[src/rtl/irq_router_pkg.sv]
package irq_router_pkg;

    localparam int unsigned ADDR_W     = 14;
    localparam int unsigned SIZE_W     = 4;
    localparam int unsigned WORD_BYTES = 8;

    localparam logic [5:0] PEND_BASE = 6'd8;
    localparam logic [5:0] REQ_REG   = 6'd16;

    typedef enum logic [1:0] {
        SEL_NONE,
        SEL_MASK,
        SEL_PEND,
        SEL_REQ
    } sel_kind_e;

endpackage

[src/rtl/irq_csr_decode.sv]
module irq_csr_decode
    import irq_router_pkg::*;
#(
    parameter int unsigned NUM_CPUS = 4,
    parameter int unsigned IDX_W    = 2
) (
    input  logic [ADDR_W-1:0] addr_i,
    input  logic [SIZE_W-1:0] size_i,
    input  logic              write_i,
    output sel_kind_e         kind_o,
    output logic [IDX_W-1:0]  cpu_o,
    output logic              legal_o
);

    localparam logic [5:0] NC6 = 6'(NUM_CPUS);

    logic [5:0] regnum;
    logic [5:0] idx6;
    logic       in_range;
    logic       unused_addr_bits;

    assign unused_addr_bits = ^addr_i[3:0];

    always_comb begin
        regnum = addr_i[11:6];
        idx6   = '0;
        kind_o = SEL_NONE;
        if (addr_i[12]) begin
            kind_o = SEL_MASK;
            idx6   = addr_i[9:4];
        end else if (addr_i[13]) begin
            kind_o = SEL_PEND;
            idx6   = addr_i[9:4];
        end else if (regnum < NC6) begin
            kind_o = SEL_MASK;
            idx6   = regnum;
        end else if (regnum >= PEND_BASE && regnum < (PEND_BASE + NC6)) begin
            kind_o = SEL_PEND;
            idx6   = regnum - PEND_BASE;
        end else if (regnum == REQ_REG) begin
            kind_o = SEL_REQ;
        end
        in_range = (idx6 < NC6);
        legal_o  = (size_i == SIZE_W'(WORD_BYTES))
                 && (kind_o != SEL_NONE)
                 && (kind_o == SEL_REQ || in_range)
                 && !(write_i && kind_o != SEL_MASK);
        cpu_o    = idx6[IDX_W-1:0];
    end

endmodule

[src/rtl/irq_req_vec.sv]
module irq_req_vec #(
    parameter int unsigned NUM_LINES = 64
) (
    input  logic                 clk,
    input  logic                 rst_n,
    input  logic [NUM_LINES-1:0] set_i,
    input  logic [NUM_LINES-1:0] clr_i,
    output logic [NUM_LINES-1:0] req_d_o,
    output logic [NUM_LINES-1:0] req_q_o
);

    typedef struct packed {
        logic [NUM_LINES-1:0] req;
    } req_state_t;

    req_state_t st_d, st_q;

    always_comb begin
        st_d     = st_q;
        st_d.req = (st_q.req & ~clr_i) | set_i;
    end

    always_ff @(posedge clk) begin
        if (!rst_n) st_q <= '0;
        else        st_q <= st_d;
    end

    assign req_d_o = st_d.req;
    assign req_q_o = st_q.req;


    set_lands_chk: assert property (@(posedge clk) disable iff (!rst_n)
        (set_i != '0) |=> (($past(set_i) & ~req_q_o) == '0));


    no_new_bits_chk: assert property (@(posedge clk) disable iff (!rst_n)
        (set_i == '0) |=> ((req_q_o & ~$past(req_q_o)) == '0));

endmodule

[src/rtl/irq_cpu_slice.sv]
module irq_cpu_slice #(
    parameter int unsigned NUM_LINES = 64
) (
    input  logic                 clk,
    input  logic                 rst_n,
    input  logic                 mask_we_i,
    input  logic [NUM_LINES-1:0] mask_wdata_i,
    input  logic [NUM_LINES-1:0] req_d_i,
    output logic [NUM_LINES-1:0] mask_q_o,
    output logic [NUM_LINES-1:0] pend_q_o,
    output logic                 irq_o
);

    typedef struct packed {
        logic [NUM_LINES-1:0] mask;
        logic [NUM_LINES-1:0] pend;
    } slice_state_t;

    slice_state_t st_d, st_q;

    always_comb begin
        st_d = st_q;
        if (mask_we_i) st_d.mask = mask_wdata_i;
        st_d.pend = st_d.mask & req_d_i;
    end

    always_ff @(posedge clk) begin
        if (!rst_n) st_q <= '0;
        else        st_q <= st_d;
    end

    assign mask_q_o = st_q.mask;
    assign pend_q_o = st_q.pend;
    assign irq_o    = |st_q.pend;


    pend_within_mask_chk: assert property (@(posedge clk) disable iff (!rst_n)
        (pend_q_o & ~mask_q_o) == '0);


    irq_cause_chk: assert property (@(posedge clk) disable iff (!rst_n)
        $rose(irq_o) |-> $past(mask_we_i || ((req_d_i & mask_q_o) != '0)));

endmodule

[src/rtl/irq_router.sv]
module irq_router
    import irq_router_pkg::*;
#(
    parameter int unsigned NUM_LINES = 64,
    parameter int unsigned NUM_CPUS  = 4
) (
    input  logic                 clk,
    input  logic                 rst_n,
    input  logic [NUM_LINES-1:0] dev_set_i,
    input  logic [NUM_LINES-1:0] dev_clr_i,
    input  logic                 bus_valid_i,
    input  logic                 bus_write_i,
    input  logic [ADDR_W-1:0]    bus_addr_i,
    input  logic [SIZE_W-1:0]    bus_size_i,
    input  logic [NUM_LINES-1:0] bus_wdata_i,
    output logic [NUM_LINES-1:0] bus_rdata_o,
    output logic                 bus_rvalid_o,
    output logic                 bus_err_o,
    output logic [NUM_CPUS-1:0]  cpu_irq_o
);

    localparam int unsigned IDX_W = (NUM_CPUS > 1) ? $clog2(NUM_CPUS) : 1;

    typedef struct packed {
        logic [NUM_LINES-1:0] rdata;
        logic                 rvalid;
        logic                 err;
    } bus_state_t;

    bus_state_t           st_d, st_q;
    sel_kind_e            kind;
    logic [IDX_W-1:0]     cpu_sel;
    logic                 legal;
    logic [NUM_LINES-1:0] req_d, req_q;
    logic [NUM_LINES-1:0] mask_arr [NUM_CPUS];
    logic [NUM_LINES-1:0] pend_arr [NUM_CPUS];
    logic [NUM_CPUS-1:0]  mask_we;

    irq_csr_decode #(
        .NUM_CPUS (NUM_CPUS),
        .IDX_W    (IDX_W)
    ) u_decode (
        .addr_i  (bus_addr_i),
        .size_i  (bus_size_i),
        .write_i (bus_write_i),
        .kind_o  (kind),
        .cpu_o   (cpu_sel),
        .legal_o (legal)
    );

    irq_req_vec #(
        .NUM_LINES (NUM_LINES)
    ) u_req (
        .clk     (clk),
        .rst_n   (rst_n),
        .set_i   (dev_set_i),
        .clr_i   (dev_clr_i),
        .req_d_o (req_d),
        .req_q_o (req_q)
    );

    for (genvar c = 0; c < NUM_CPUS; c++) begin : g_cpu
        assign mask_we[c] = bus_valid_i && bus_write_i && legal
                          && (kind == SEL_MASK) && (cpu_sel == IDX_W'(c));

        irq_cpu_slice #(
            .NUM_LINES (NUM_LINES)
        ) u_slice (
            .clk          (clk),
            .rst_n        (rst_n),
            .mask_we_i    (mask_we[c]),
            .mask_wdata_i (bus_wdata_i),
            .req_d_i      (req_d),
            .mask_q_o     (mask_arr[c]),
            .pend_q_o     (pend_arr[c]),
            .irq_o        (cpu_irq_o[c])
        );
    end

    always_comb begin
        st_d        = st_q;
        st_d.rvalid = bus_valid_i && !bus_write_i;
        st_d.rdata  = '0;
        if (bus_valid_i && !bus_write_i && legal) begin
            case (kind)
                SEL_MASK: st_d.rdata = mask_arr[cpu_sel];
                SEL_PEND: st_d.rdata = pend_arr[cpu_sel];
                SEL_REQ:  st_d.rdata = req_q;
                default:  st_d.rdata = '0;
            endcase
        end
        st_d.err = st_q.err | (bus_valid_i && !legal);
    end

    always_ff @(posedge clk) begin
        if (!rst_n) st_q <= '0;
        else        st_q <= st_d;
    end

    assign bus_rdata_o  = st_q.rdata;
    assign bus_rvalid_o = st_q.rvalid;
    assign bus_err_o    = st_q.err;


    err_sticky_chk: assert property (@(posedge clk) disable iff (!rst_n)
        bus_err_o |=> bus_err_o);


    rvalid_src_chk: assert property (@(posedge clk) disable iff (!rst_n)
        bus_rvalid_o |-> $past(bus_valid_i && !bus_write_i));


    size_err_chk: assert property (@(posedge clk) disable iff (!rst_n)
        (bus_valid_i && bus_size_i != SIZE_W'(WORD_BYTES)) |=> bus_err_o);


    bad_read_zero_chk: assert property (@(posedge clk) disable iff (!rst_n)
        (bus_valid_i && !bus_write_i && bus_size_i != SIZE_W'(WORD_BYTES))
        |=> (bus_rdata_o == '0));

endmodule

[config.mk]
export PLATFORM = sky130hd
export DESIGN_NAME = irq_router
export DESIGN_NICKNAME = d
export VERILOG_FILES = /design/src/rtl/irq_router_pkg.sv /design/src/rtl/irq_csr_decode.sv /design/src/rtl/irq_req_vec.sv /design/src/rtl/irq_cpu_slice.sv /design/src/rtl/irq_router.sv
export SDC_FILE = /design/constraint.sdc
export NUM_CORES = 1
export LEC_CHECK = 0
export ABC_AREA = 1
export CAP_MARGIN = 25
export CORE_MARGIN = 2
export CORE_UTILIZATION = 40
export DETAILED_ROUTE_END_ITERATION = 7
export PLACE_DENSITY = 0.68
export SYNTH_ARGS = -nofsm -noshare
export SYNTH_HDL_FRONTEND = slang
export SYNTH_SLANG_ARGS = --single-unit
[constraint.sdc]
create_clock -name clk -period 2.3 [get_ports clk]
set_input_delay 0.345 -clock clk [delete_from_list [all_inputs] [get_ports clk]]
set_output_delay 0.345 -clock clk [all_outputs]
set_load 0.02 [all_outputs]
==> key figures <==
Power and ir drop
  • Reg power frac: 46.2%
  • Combinational group share of total power: 7.2%
  • Int Pwr: 18.6 mW
  • Clock Power Share: 46.6%
  • Sw power: 5.68 mW
  • Lkg Pwr: 18.4 nW
  • Sw Share: 23.4%
  • Power Density: 695 nW/um^2
  • Worst vdd ir: 0.000456 V

Global routing
  • Grt ovf: 0
  • Initial antenna violation count: 0
  • Largest net degree at the start of global routing: 90
  • Number of global-route vias before repair: 24.9k
  • GRT Resource Usage Total: 24.7%
  • First-pass GRT wire length: 137,000 um

Place
  • Routability Congestion: 0.882
  • Dpl hpwl: 59,600 um
  • Port Buf Inserts: 279

Finish
  • Nets@finish: 4,576
  • Area Growth Syn to Fin: 28.6%
  • Share of layout cells above drive strength 1: 7.93%
  • ANT cells: 0
  • Final Util: 52.0%
  • FILL cells: 6,548
  • Multi-input gate area: 11,000 um^2
  • Register Area: 12,900 um^2

Worst setup path
  • Setup CP Type: register to primary output
  • Worst r2r src: u_req.req_q_o[20]
  • Worst-path fanout max: 2
  • Crit path capture type: primary output
  • FF-to-FF End: g_cpu[0].u_slice.pend_q_o[20]
  • FF-to-FF setup slack: 1.16 ns
  • Worst path required time: 1.96 ns
  • Worst R2R Path Depth: 2
  • WP data arrival: 2.17 ns
  • Startpoint types: register

Yosys
  • Post-synth top area share: 47.2%
  • YS warnings: 0
  • Syn_nets: 4,274
  • Mapped Cells: 4,059
  • Synthesized cell area: 27,200 um^2
  • Distinct cells, synth: 24
  • Seq/Total Area, Yosys: 47.2%
  • Cell taking the most area after synthesis: dfxtp_1
  • Synth area leaders: dfxtp_1 47%, nand2_1 16%, nand3_1 14%, inv_1 9.9%, nor2_1 4.7%
  • Syn avg cell area: 6.71 um^2
  • Yosys reg bits: 642

STA
  • Setup TNS: -0.592 ns
  • Max Fclk: 398 MHz
  • Final period util: 109%
  • # setup viols final: 4
  • Worst Slack Setup Final: -0.213 ns
  • WHS: 0.212 ns
  • Max-slew violations: 0
  • Worst Tran Pin Value: 0.681 ns
  • Post-route minimum period: 2.51 ns
  • Unrepaired setup endpoints after global routing: true
  • Final hold viol count: 0
  • Rel. slew slack: 54.6%
  • Worst Clk Skew: 0.0176 ns

Detailed routing
  • Via-per-instance ratio: 4.98
  • Initial drt markers: 2,279
  • Drt drc: 0
  • Average wire per standard cell: 16.9 um
  • Drt first pass iters: 6
  • DR vias: 26.3k
  • Routed wire length: 89,100 um
  • DRT antenna net count: 0

Die
  • DIE HEIGHT: 265 um
  • Starting Density: 40.5%
  • Die area: 70,200 um^2
  • Rows: 95
  • Die width: 265 um
  • I/O Pins: 284
  • Total core area: 67,300 um^2

Run
  • Max cap viols: 0

Outcome
  • Status: complete, but fails checks
  • Failing checks: setup timing

Clock tree
  • TritonCTS clock tree: done
  • H-tree levels: 3
  • Clock transition at path regs: 0.06 ns
  • Hold Buf Count CTS: 0
  • Worst skew pair latency: 0.60 ns
  • TritonCTS buffer count: 71
  • Clock sink total: 642
  • Bufs on Longest Clock Path: 3
  • Clk root buf: clkbuf_16

Hold path
  • Hold Crit Depth: 3
  • Hold Crit Class: primary input to register
  • Hold path endpoint: g_cpu[3].u_slice.mask_q_o[14]
  • Hold path start: rst_n
repair_timing:
item                       CTS  global route
buffers inserted             0             3
cloned                       0             3
setup endpoints to repair    4            69
gates resized for setup     57            33
pin swaps                   11            13
cell usage in the layout (no fill, tap or decap), types with 2 or more instances in the layout:
master	n
clkbuf_8	17
nor4_2	15
bufinv_16	4
buf_16	2
nor2_1	333
buf_12	63
nor4_4	8
nor2_2	5
nand3_1	744
clkbuf_1	15
nor2_4	6
clkdlybuf4s50_1	273
dfxtp_1	633
o21ai_0	93
buf_6	6
clkinv_2	14
a21oi_1	65
nor4_1	41
nand2_1	1131
inv_2	3
nand4_1	16
buf_4	102
inv_1	713
clkinvlp_4	3
clkbuf_16	76
dfxtp_2	9
nand2_4	8
worst max path at each step:
stage,slack (ns),start,depth (start not counted),to
3_5_place_dp,-0.50,bus_addr_i[10],14,g_cpu[1].u_slice.pend_q_o[15]
5_1_grt,-0.27,g_cpu[2].u_slice.pend_q_o[1],7,cpu_irq_o[2]
4_1_cts,-0.29,g_cpu[2].u_slice.pend_q_o[19],7,cpu_irq_o[2]
6_report,-0.21,g_cpu[2].u_slice.pend_q_o[18],7,cpu_irq_o[2]
2_1_floorplan,0.30,bus_addr_i[9],13,g_cpu[2].u_slice.pend_q_o[47]
3_3_place_gp,-0.45,bus_addr_i[10],14,g_cpu[1].u_slice.pend_q_o[14]
area by class of cell:
cell class                      instances  area share, %
Clock buffer                          104           6.01
Sequential cell                       642           36.7
Timing Repair Buffer                  452           14.3
Clock inverter                         20          0.593
Inverter                              718           7.71
Tap cell                              873           3.12
Multi-Input combinational cell       2476           31.5
metal layers:
| metal | GRT usage [%] | up-vias | part of all wire, % |
|---|---|---|---|
| met1 | 31.8 | 12000 | 42 |
| met5 | 0 | - | 0 |
| met3 | 3.56 | 177 | 7.4 |
| met4 | 10.5 | 0 | 3.6 |
| li1 | - | 13100 | - |
| met2 | 41.2 | 1057 | 47 |
synth_stat cells, drive strengths merged:
cell type / number
clkbuf: 103
dfxtp: 642
nor3: 1
o21ai: 95
or4: 1
nand3: 745
inv: 718
nor2: 344
ha: 1
buf: 120
nor4: 64
a21oi: 67
nand4: 16
nand2: 1141
nand3b: 1
state kept, by name, summed over array words and instances, names as in the netlist:
| signal | flops |
|---|---|
| bus_err_o | 1 |
| bus_rdata_o | 64 |
| bus_rvalid_o | 1 |
| g_cpu.u_slice.mask_q_o | 256 |
| g_cpu.u_slice.pend_q_o | 256 |
| u_req.req_q_o | 64 |
through the flow:
step | total power, mW | setup WS [ns] | std cells | area (um^2)
2_1_floorplan | 12.1 | 0.295 | 4059 | 27200
3_3_place_gp | 13.2 | -0.452 | 5155 | 32300
3_5_place_dp | 13.2 | -0.500 | 5155 | 32300
4_1_cts | 24.5 | -0.294 | 5279 | 34700
5_1_grt | 25.1 | -0.267 | 5285 | 35000
6_report | 24.3 | -0.213 | 5285 | 35000
power by group through the flow:
stage          Combinational [mW]  Clock (mW)  Sequential, mW
4_1_cts                      1.73        11.5            11.2
2_1_floorplan               0.669           0            11.5
6_report                     1.74        11.3            11.2
3_3_place_gp                 1.72           0            11.5
3_5_place_dp                 1.72           0            11.5
5_1_grt                      1.84        12.0            11.2
worst max-delay path: stages (launching register included):
cell and delay [ns]:
dfxtp_1 0.34, nor4_4 0.28, buf_4 0.15, nand4_1 0.21
nor4_2 0.22, buf_4 0.18, nand2_4 0.07, buf_6 0.13
cell families after synthesis:
family	synth area share [%]
and+or+nand+nor	36.2
buffers and inverters	13.6
DFF	47.2
AOI/OAI and AO/OA	2.99
adders and majority gates	0.0460
Note: power is estimated with default switching activity, not from simulation.
